### src/rtl/hb_cfg_pkg.sv
package hb_cfg_pkg;

    localparam int WORD_W    = 32;
    localparam int LANES     = WORD_W / 8;
    localparam int DW_IDX_W  = 6;
    localparam int ARR_BASE  = 20;                    // 0x50 / 4
    localparam int ARR_WORDS = (1 << DW_IDX_W) - ARR_BASE;
    localparam int SEG_NUM   = 13;
    localparam int ATTR_W    = 2;
    localparam int SEG_A_IDX = 2;                     // array index of 0x58
    localparam int SEG_B_IDX = 3;                     // array index of 0x5C
    localparam int SEG_A_CNT = 5;                     // segments held in 0x58
    localparam int SEG_A_NIB = 3;                     // first nibble used in 0x58

    typedef enum logic [2:0] {
        RG_ID,
        RG_CLASS,
        RG_CMD,
        RG_MISC,
        RG_RSVD,
        RG_ARR
    } rg_kind_e;

    function automatic logic [WORD_W-1:0] lane_merge(
        input logic [WORD_W-1:0] old_v,
        input logic [WORD_W-1:0] new_v,
        input logic [LANES-1:0]  be
    );
        logic [WORD_W-1:0] r;
        r = old_v;
        for (int k = 0; k < LANES; k++)
            if (be[k]) r[8*k +: 8] = new_v[8*k +: 8];
        return r;
    endfunction

    function automatic logic [WORD_W-1:0] arr_reset_val(input int idx);
        case (idx)
            0:       return 32'h1402_0000;
            1:       return 32'h0152_0000;
            4:       return 32'h0202_0202;
            5:       return 32'h0000_0002;
            default: return '0;
        endcase
    endfunction

    function automatic int seg_word(input int s);
        return (s < SEG_A_CNT) ? SEG_A_IDX : SEG_B_IDX;
    endfunction

    function automatic int seg_nibble(input int s);
        return (s < SEG_A_CNT) ? (s + SEG_A_NIB) : (s - SEG_A_CNT);
    endfunction

endpackage

### src/rtl/hb_cfg_decode.sv
module hb_cfg_decode
    import hb_cfg_pkg::*;
(
    input  logic [DW_IDX_W-1:0] dw,
    output rg_kind_e            kind,
    output logic [DW_IDX_W-1:0] arr_idx
);
    localparam logic [DW_IDX_W-1:0] DW_ID    = DW_IDX_W'(0);
    localparam logic [DW_IDX_W-1:0] DW_CMD   = DW_IDX_W'(1);
    localparam logic [DW_IDX_W-1:0] DW_CLASS = DW_IDX_W'(2);
    localparam logic [DW_IDX_W-1:0] DW_MISC  = DW_IDX_W'(3);
    localparam logic [DW_IDX_W-1:0] DW_ARR   = DW_IDX_W'(ARR_BASE);

    always_comb begin
        arr_idx = dw - DW_ARR;
        if (dw == DW_ID)          kind = RG_ID;
        else if (dw == DW_CMD)    kind = RG_CMD;
        else if (dw == DW_CLASS)  kind = RG_CLASS;
        else if (dw == DW_MISC)   kind = RG_MISC;
        else if (dw >= DW_ARR)    kind = RG_ARR;
        else                      kind = RG_RSVD;
    end
endmodule

### src/rtl/hb_cfg_array.sv
module hb_cfg_array
    import hb_cfg_pkg::*;
(
    input  logic                                 clk,
    input  logic                                 rst_n,
    input  logic                                 we,
    input  logic [DW_IDX_W-1:0]                  idx,
    input  logic [LANES-1:0]                     be,
    input  logic [WORD_W-1:0]                    wdata,
    output logic [ARR_WORDS-1:0][WORD_W-1:0]     words
);
    logic [ARR_WORDS-1:0][WORD_W-1:0] words_d, words_q;

    for (genvar i = 0; i < ARR_WORDS; i++) begin : g_word
        always_comb begin
            words_d[i] = words_q[i];
            if (we && (idx == DW_IDX_W'(i)))
                words_d[i] = lane_merge(words_q[i], wdata, be);
        end

        always_ff @(posedge clk) begin
            if (!rst_n) words_q[i] <= arr_reset_val(i);
            else        words_q[i] <= words_d[i];
        end
    end

    assign words = words_q;

    AST_ARR_HOLD: assert property (@(posedge clk) disable iff (!rst_n)
        !we |=> $stable(words_q)) else $error("array changed without write");
endmodule

### src/rtl/hb_cfg_shadow.sv
module hb_cfg_shadow
    import hb_cfg_pkg::*;
(
    input  logic                     clk,
    input  logic                     rst_n,
    input  logic                     hit_a,
    input  logic                     hit_b,
    input  logic [LANES-1:0]         be,
    input  logic [WORD_W-1:0]        word_a,
    input  logic [WORD_W-1:0]        word_b,
    output logic [SEG_NUM-1:0]       seg_upd,
    output logic [SEG_NUM*ATTR_W-1:0] seg_attr
);
    logic [SEG_NUM-1:0] upd_d, upd_q;

    for (genvar s = 0; s < SEG_NUM; s++) begin : g_seg
        localparam int NIB  = seg_nibble(s);
        localparam int LANE = NIB / 2;
        if (seg_word(s) == SEG_A_IDX) begin : g_a
            always_comb upd_d[s] = hit_a && be[LANE];
            assign seg_attr[ATTR_W*s +: ATTR_W] = word_a[4*NIB +: ATTR_W];
        end else begin : g_b
            always_comb upd_d[s] = hit_b && be[LANE];
            assign seg_attr[ATTR_W*s +: ATTR_W] = word_b[4*NIB +: ATTR_W];
        end
    end

    always_ff @(posedge clk) begin
        if (!rst_n) upd_q <= '0;
        else        upd_q <= upd_d;
    end

    assign seg_upd = upd_q;

    AST_UPD_NEEDS_HIT: assert property (@(posedge clk) disable iff (!rst_n)
        (|upd_q) |-> $past(hit_a || hit_b)) else $error("strobe without shadow write");
    AST_UPD_NEEDS_LANE: assert property (@(posedge clk) disable iff (!rst_n)
        (|upd_q) |-> $past(|be)) else $error("strobe with no lane enabled");
endmodule

### src/rtl/hb_cfg_regs.sv
module hb_cfg_regs
    import hb_cfg_pkg::*;
#(
    parameter logic [31:0] ID_WORD    = 32'h7100_8086,
    parameter logic [31:0] CLASS_WORD = 32'h0600_0001
) (
    input  logic        clk,
    input  logic        rst_n,
    input  logic        cfg_rd,
    input  logic        cfg_wr,
    input  logic [2:0]  cfg_func,
    input  logic [5:0]  cfg_dw,
    input  logic [3:0]  cfg_be,
    input  logic [31:0] cfg_wdata,
    output logic        rd_valid,
    output logic [31:0] rd_data,
    output logic [12:0] seg_upd,
    output logic [25:0] seg_attr
);
    typedef struct packed {
        logic              rd_valid;
        logic [WORD_W-1:0] rd_data;
        logic [WORD_W-1:0] cmd;
        logic [WORD_W-1:0] misc;
    } st_t;

    st_t st_d, st_q;

    rg_kind_e                         kind;
    logic [DW_IDX_W-1:0]              arr_idx;
    logic [ARR_WORDS-1:0][WORD_W-1:0] arr_words;
    logic                             func_ok;
    logic                             wr_ok;
    logic                             arr_we;
    logic                             hit_a;
    logic                             hit_b;

    assign func_ok = (cfg_func == 3'd0);
    assign wr_ok   = cfg_wr && func_ok;
    assign arr_we  = wr_ok && (kind == RG_ARR);
    assign hit_a   = arr_we && (arr_idx == DW_IDX_W'(SEG_A_IDX));
    assign hit_b   = arr_we && (arr_idx == DW_IDX_W'(SEG_B_IDX));

    hb_cfg_decode u_dec (
        .dw      (cfg_dw),
        .kind    (kind),
        .arr_idx (arr_idx)
    );

    hb_cfg_array u_arr (
        .clk   (clk),
        .rst_n (rst_n),
        .we    (arr_we),
        .idx   (arr_idx),
        .be    (cfg_be),
        .wdata (cfg_wdata),
        .words (arr_words)
    );

    hb_cfg_shadow u_shd (
        .clk      (clk),
        .rst_n    (rst_n),
        .hit_a    (hit_a),
        .hit_b    (hit_b),
        .be       (cfg_be),
        .word_a   (arr_words[SEG_A_IDX]),
        .word_b   (arr_words[SEG_B_IDX]),
        .seg_upd  (seg_upd),
        .seg_attr (seg_attr)
    );

    always_comb begin
        st_d          = st_q;
        st_d.rd_valid = cfg_rd;
        if (cfg_rd) begin
            st_d.rd_data = '0;
            if (func_ok) begin
                case (kind)
                    RG_ID:    st_d.rd_data = ID_WORD;
                    RG_CLASS: st_d.rd_data = CLASS_WORD;
                    RG_CMD:   st_d.rd_data = st_q.cmd;
                    RG_MISC:  st_d.rd_data = st_q.misc;
                    RG_ARR:   st_d.rd_data = arr_words[arr_idx];
                    default:  st_d.rd_data = '0;
                endcase
            end
        end
        if (wr_ok && kind == RG_CMD)  st_d.cmd  = lane_merge(st_q.cmd,  cfg_wdata, cfg_be);
        if (wr_ok && kind == RG_MISC) st_d.misc = lane_merge(st_q.misc, cfg_wdata, cfg_be);
    end

    always_ff @(posedge clk) begin
        if (!rst_n) st_q <= '0;
        else        st_q <= st_d;
    end

    assign rd_valid = st_q.rd_valid;
    assign rd_data  = st_q.rd_data;

    AST_FOREIGN_ZERO: assert property (@(posedge clk) disable iff (!rst_n)
        (cfg_rd && !func_ok) |=> (rd_data == '0)) else $error("foreign read nonzero");
    AST_ID_CONST: assert property (@(posedge clk) disable iff (!rst_n)
        (cfg_rd && func_ok && kind == RG_ID) |=> (rd_data == ID_WORD)) else $error("id word wrong");
    AST_CLASS_CONST: assert property (@(posedge clk) disable iff (!rst_n)
        (cfg_rd && func_ok && kind == RG_CLASS) |=> (rd_data == CLASS_WORD)) else $error("class word wrong");
    AST_RSVD_ZERO: assert property (@(posedge clk) disable iff (!rst_n)
        (cfg_rd && func_ok && kind == RG_RSVD) |=> (rd_data == '0)) else $error("reserved nonzero");
    AST_ATTR_HOLD: assert property (@(posedge clk) disable iff (!rst_n)
        (seg_upd == '0) |-> $stable(seg_attr)) else $error("attr moved without strobe");
endmodule

### config.mk
export PLATFORM = sky130hd
export DESIGN_NAME = hb_cfg_regs
export DESIGN_NICKNAME = d
export VERILOG_FILES = /design/src/rtl/hb_cfg_pkg.sv /design/src/rtl/hb_cfg_decode.sv /design/src/rtl/hb_cfg_array.sv /design/src/rtl/hb_cfg_shadow.sv /design/src/rtl/hb_cfg_regs.sv
export SDC_FILE = /design/constraint.sdc
export NUM_CORES = 2
export LEC_CHECK = 0
export ABC_AREA = 1
export ABC_CLOCK_PERIOD_IN_PS = 4240
export BUFFER_PORTS_ARGS = -buffer_cell sky130_fd_sc_hd__buf_2
export CORE_ASPECT_RATIO = 1.2
export CORE_MARGIN = 1.5
export CORE_UTILIZATION = 45
export DETAILED_ROUTE_END_ITERATION = 10
export PLACE_DENSITY = 0.62
export SETUP_SLACK_MARGIN = 0.3
export SLEW_MARGIN = 20
export SYNTH_ARGS = -nofsm -noshare
export SYNTH_HDL_FRONTEND = slang
export SYNTH_HIERARCHICAL = 1
export SYNTH_SLANG_ARGS = --single-unit
### constraint.sdc
create_clock -name clk -period 4.24 [get_ports clk]
set_input_delay 0.848 -clock clk [delete_from_list [all_inputs] [get_ports clk]]
set_output_delay 0.848 -clock clk [all_outputs]
set_load 0.05 [all_outputs]
==> reports/metrics.csv <==
metric;value;unit
post_cts resized;0;
hpwl dp;192000;µm
pre-CTS setup slack;0.0971;ns
met1 GRT Util;41.4;%
drc violations;0;
Worst Setup SP;cfg_dw[2];
Final Wtd Congestion;0.907;
Root Buffer;clkbuf_16;
CP Capture Type;register;
Crit Path Max Fanout;17;
antenna violations before repair;8;
die area;194000;µm²
drt initial violations;9462;
Mean Syn Cell Area;5.84;µm²
final-report max-slew violation count;0;
Worst-Skew Late Latency;0.84;ns
logic gate share of total power;10.9;%
internal power;23.1;mW
global-route layer with the greatest usage;met2;
met2 Usage GRT;50.8;%
CTS max path bufs;3;
hold depth;3;
CP required;5.00;ns
fin worst setup slack;0.836;ns
RSZ-0062 raised after global routing;no;
WL final;310000;µm
Area Overhead vs Synth;9.26;%
synth warn;6;
met3 usage;4.47;%
Setup CP Type;primary input to register;
Flop pwr share;44.3;%
worst-margin pin slew;1.25;ns
register area share after synthesis;35.2;%
Pre-antenna DRT Iters;9;
Post-CTS Setup Bufs;0;
Setup Viol. Count Final;0;
Total Nets Final;14300;
worst r2r src;u_arr/words[1251]$_SDFFE_PN0P_;
Detail Route Antenna Nets;0;
Static Leak;43.5;nW
status;finished, final reports clean;
Max-Cap Viols;0;
hold path start;cfg_rd;
vias in the first global route;77700;
CORE AREA;190000;µm²
#FFs+latches synth;1512;
FMAX;0.294;GHz
post-synthesis cell type count;37;
first-pass GRT wire length;473000;µm
pwr dens;341;nW/µm²
Reg2Reg Depth;12;
switching fraction of total power;28.0;%
Clock Skew;0.0279;ns
htree depth;4;
WL/cell;18.4;µm
fraction of layout cells with a size suffix above 1;5.98;%
final hold violation count;0;
Finished Cell Area;94100;µm²
Die Y-Extent;482;µm
via count;86900;
Tot GR Track Use;31.1;%
CP arrival;4.16;ns
Vias per Instance;5.15;
Hold Path Class;primary input to register;
largest net degree at the start of global routing;196;
CTS sink count;1512;
Synth Net Count;14800;
NetSw;8.99;mW
CTS Hold Bufs;0;
Netlist Area Pre-Place;86100;µm²
crit path launch type;primary input;
final core occ;49.5;%
Max VDD drop;0.406;mV
clock slew at reported path FFs;0.06;ns
setup_tns;0;ns
total power;32.1;mW
Die X-Extent;402;µm
TritonCTS Buffers;163;
Ports;121;
normalized max-slew margin;16.3;%
total gr overflow;0;
I/O Buffers;120;
period utilisation layout;80.3;%
synthesized netlist cell count;14700;
CTS tree;yes;
clock network power share;44.8;%
post-layout min period;3.40;ns
Initial Util;45.3;%
Placed Area;88800;µm²
row count;175;
state kept, by name (all words and copies together), names as in the netlist:
signal / cells
rd_data: 32
rd_valid: 1
st_q: 64
u_arr/words: 1408
u_shd/seg_upd: 7
kinds of logic (layout without fill, tap and decap cells):
group	count (synthesis)	after routing	synth area share, %
xor gates and xnor gates	1	1	0.0102
adders and majority gates	2	2	0.0291
AOI/OAI and AO/OA	526	526	3.17
DFF	1512	1512	35.2
other	0	5	0
and+or+nand+nor	8548	8548	42.4
buffers and inverters	4157	3798	19.2
final timing paths:
kind                                   endpoint  slack, ns
setup / recovery  u_arr/words[508]$_SDFFE_PN0P_       0.84
setup reg to reg        rd_data[3]$_SDFFE_PN0P_       2.03
hold / removal              rd_valid$_SDFF_PN0_       0.23
hold reg to reg    u_arr/words[56]$_SDFFE_PN1P_       0.45
placed cells by master (no fill, tap or decap), types with 6 or more instances in the layout:
master,count
clkbuf_1,43
nand2_1,4133
a21oi_1,230
o21ai_0,243
clkinv_1,6
nor2_4,29
inv_2,39
inv_1,2984
buf_8,7
nor2_1,2226
bufinv_16,6
nand4_1,1168
o21ai_1,11
o22ai_1,17
nand3_1,923
nor2_2,8
buf_2,113
or2_2,23
inv_6,7
dfxtp_1,1512
buf_4,256
clkinv_2,29
clkbuf_16,166
clkbuf_8,32
buf_12,100
nand3_2,30
routing by layer:
layer  up-vias  wire length [µm]  share of wire (%)
li1      43400                 -                  -
met1     39300            130000                 42
met2      3557            141000                 46
met3       621             26500                8.5
met4         4             11800                3.8
met5         -                34              0.011
through the flow:
stage | hold slack, ns | instances
2_1_floorplan | 0.421 | 14700
3_3_place_gp | 0.433 | 16600
3_5_place_dp | 0.437 | 16600
4_1_cts | 0.177 | 16900
5_1_grt | 0.233 | 16900
6_report | 0.226 | 16900
worst max-delay path, cell delays in order:
cell     delay [ns]
buf_2          0.16
inv_4          0.05
ha_1           0.26
nand3_1        0.38
nor2_1         0.13
inv_1          0.11
nand2_1        0.09
nor2_1         0.18
inv_2          0.05
nor2_1         0.30
nand2_1        0.21
nor2_4         0.20
buf_12         0.20
buf_4          0.17
nand3_1        0.42
nand2_1        0.20
nand2_1        0.07
nor2_1         0.12
power by group through the flow:
| stage | Combinational (mW) | Clock, mW | Sequential (mW) |
|---|---|---|---|
| floorplan | 1.97 | 0 | 14.5 |
| global placement | 3.42 | 0 | 14.5 |
| detailed placement | 3.41 | 0 | 14.5 |
| CTS | 3.42 | 14.6 | 14.2 |
| global route | 3.68 | 15.1 | 14.2 |
| finish | 3.50 | 14.4 | 14.2 |
cell usage after synthesis:
library cell / number / area (µm²)
nand2_4: 1 / 11.3
clkinv_2: 1 / 5.00
xnor2_1: 1 / 8.76
o21ai_0: 243 / 1220
o21ai_1: 11 / 55.1
nor2_1: 2242 / 8420
nor2_2: 17 / 106
buf_8: 1 / 15.0
a31oi_1: 2 / 12.5
ha_1: 2 / 25.0
nand2_1: 4134 / 15500
clkinv_1: 25 / 93.8
buf_2: 318 / 1590
o22ai_1: 17 / 106
nor3_1: 3 / 15.0
nand4_1: 1168 / 7310
a22o_1: 5 / 43.8
buf_4: 111 / 833
a21oi_1: 231 / 1160
nand3_1: 923 / 4620
a22oi_1: 3 / 22.5
buf_6: 17 / 191
nand2_2: 2 / 12.5
a221oi_1: 3 / 26.3
clkbuf_1: 543 / 2040
inv_2: 14 / 52.6
o221ai_1: 5 / 43.8
o21bai_1: 1 / 7.51
or2_2: 23 / 144
inv_1: 2996 / 11200
nor2_4: 4 / 45.0
nand3_2: 30 / 300
o211ai_1: 4 / 30.0
dfxtp_1: 1512 / 30300
nand3b_1: 1 / 7.51
a21boi_1: 1 / 7.51
buf_1: 131 / 492
area by class of cell:
| type | instances | area, µm² |
|---|---|---|
| tap | 2478 | 3100 |
| inverter | 3036 | 11400 |
| multi-input combinational | 9077 | 39400 |
| clock buffer | 241 | 4760 |
| fill | 20100 | 95800 |
| sequential | 1512 | 30300 |
| timing repair buffer | 476 | 4590 |
| clock inverter | 45 | 455 |
| antenna | 5 | 12.5 |
Note: power is estimated with default switching activity, not from simulation.
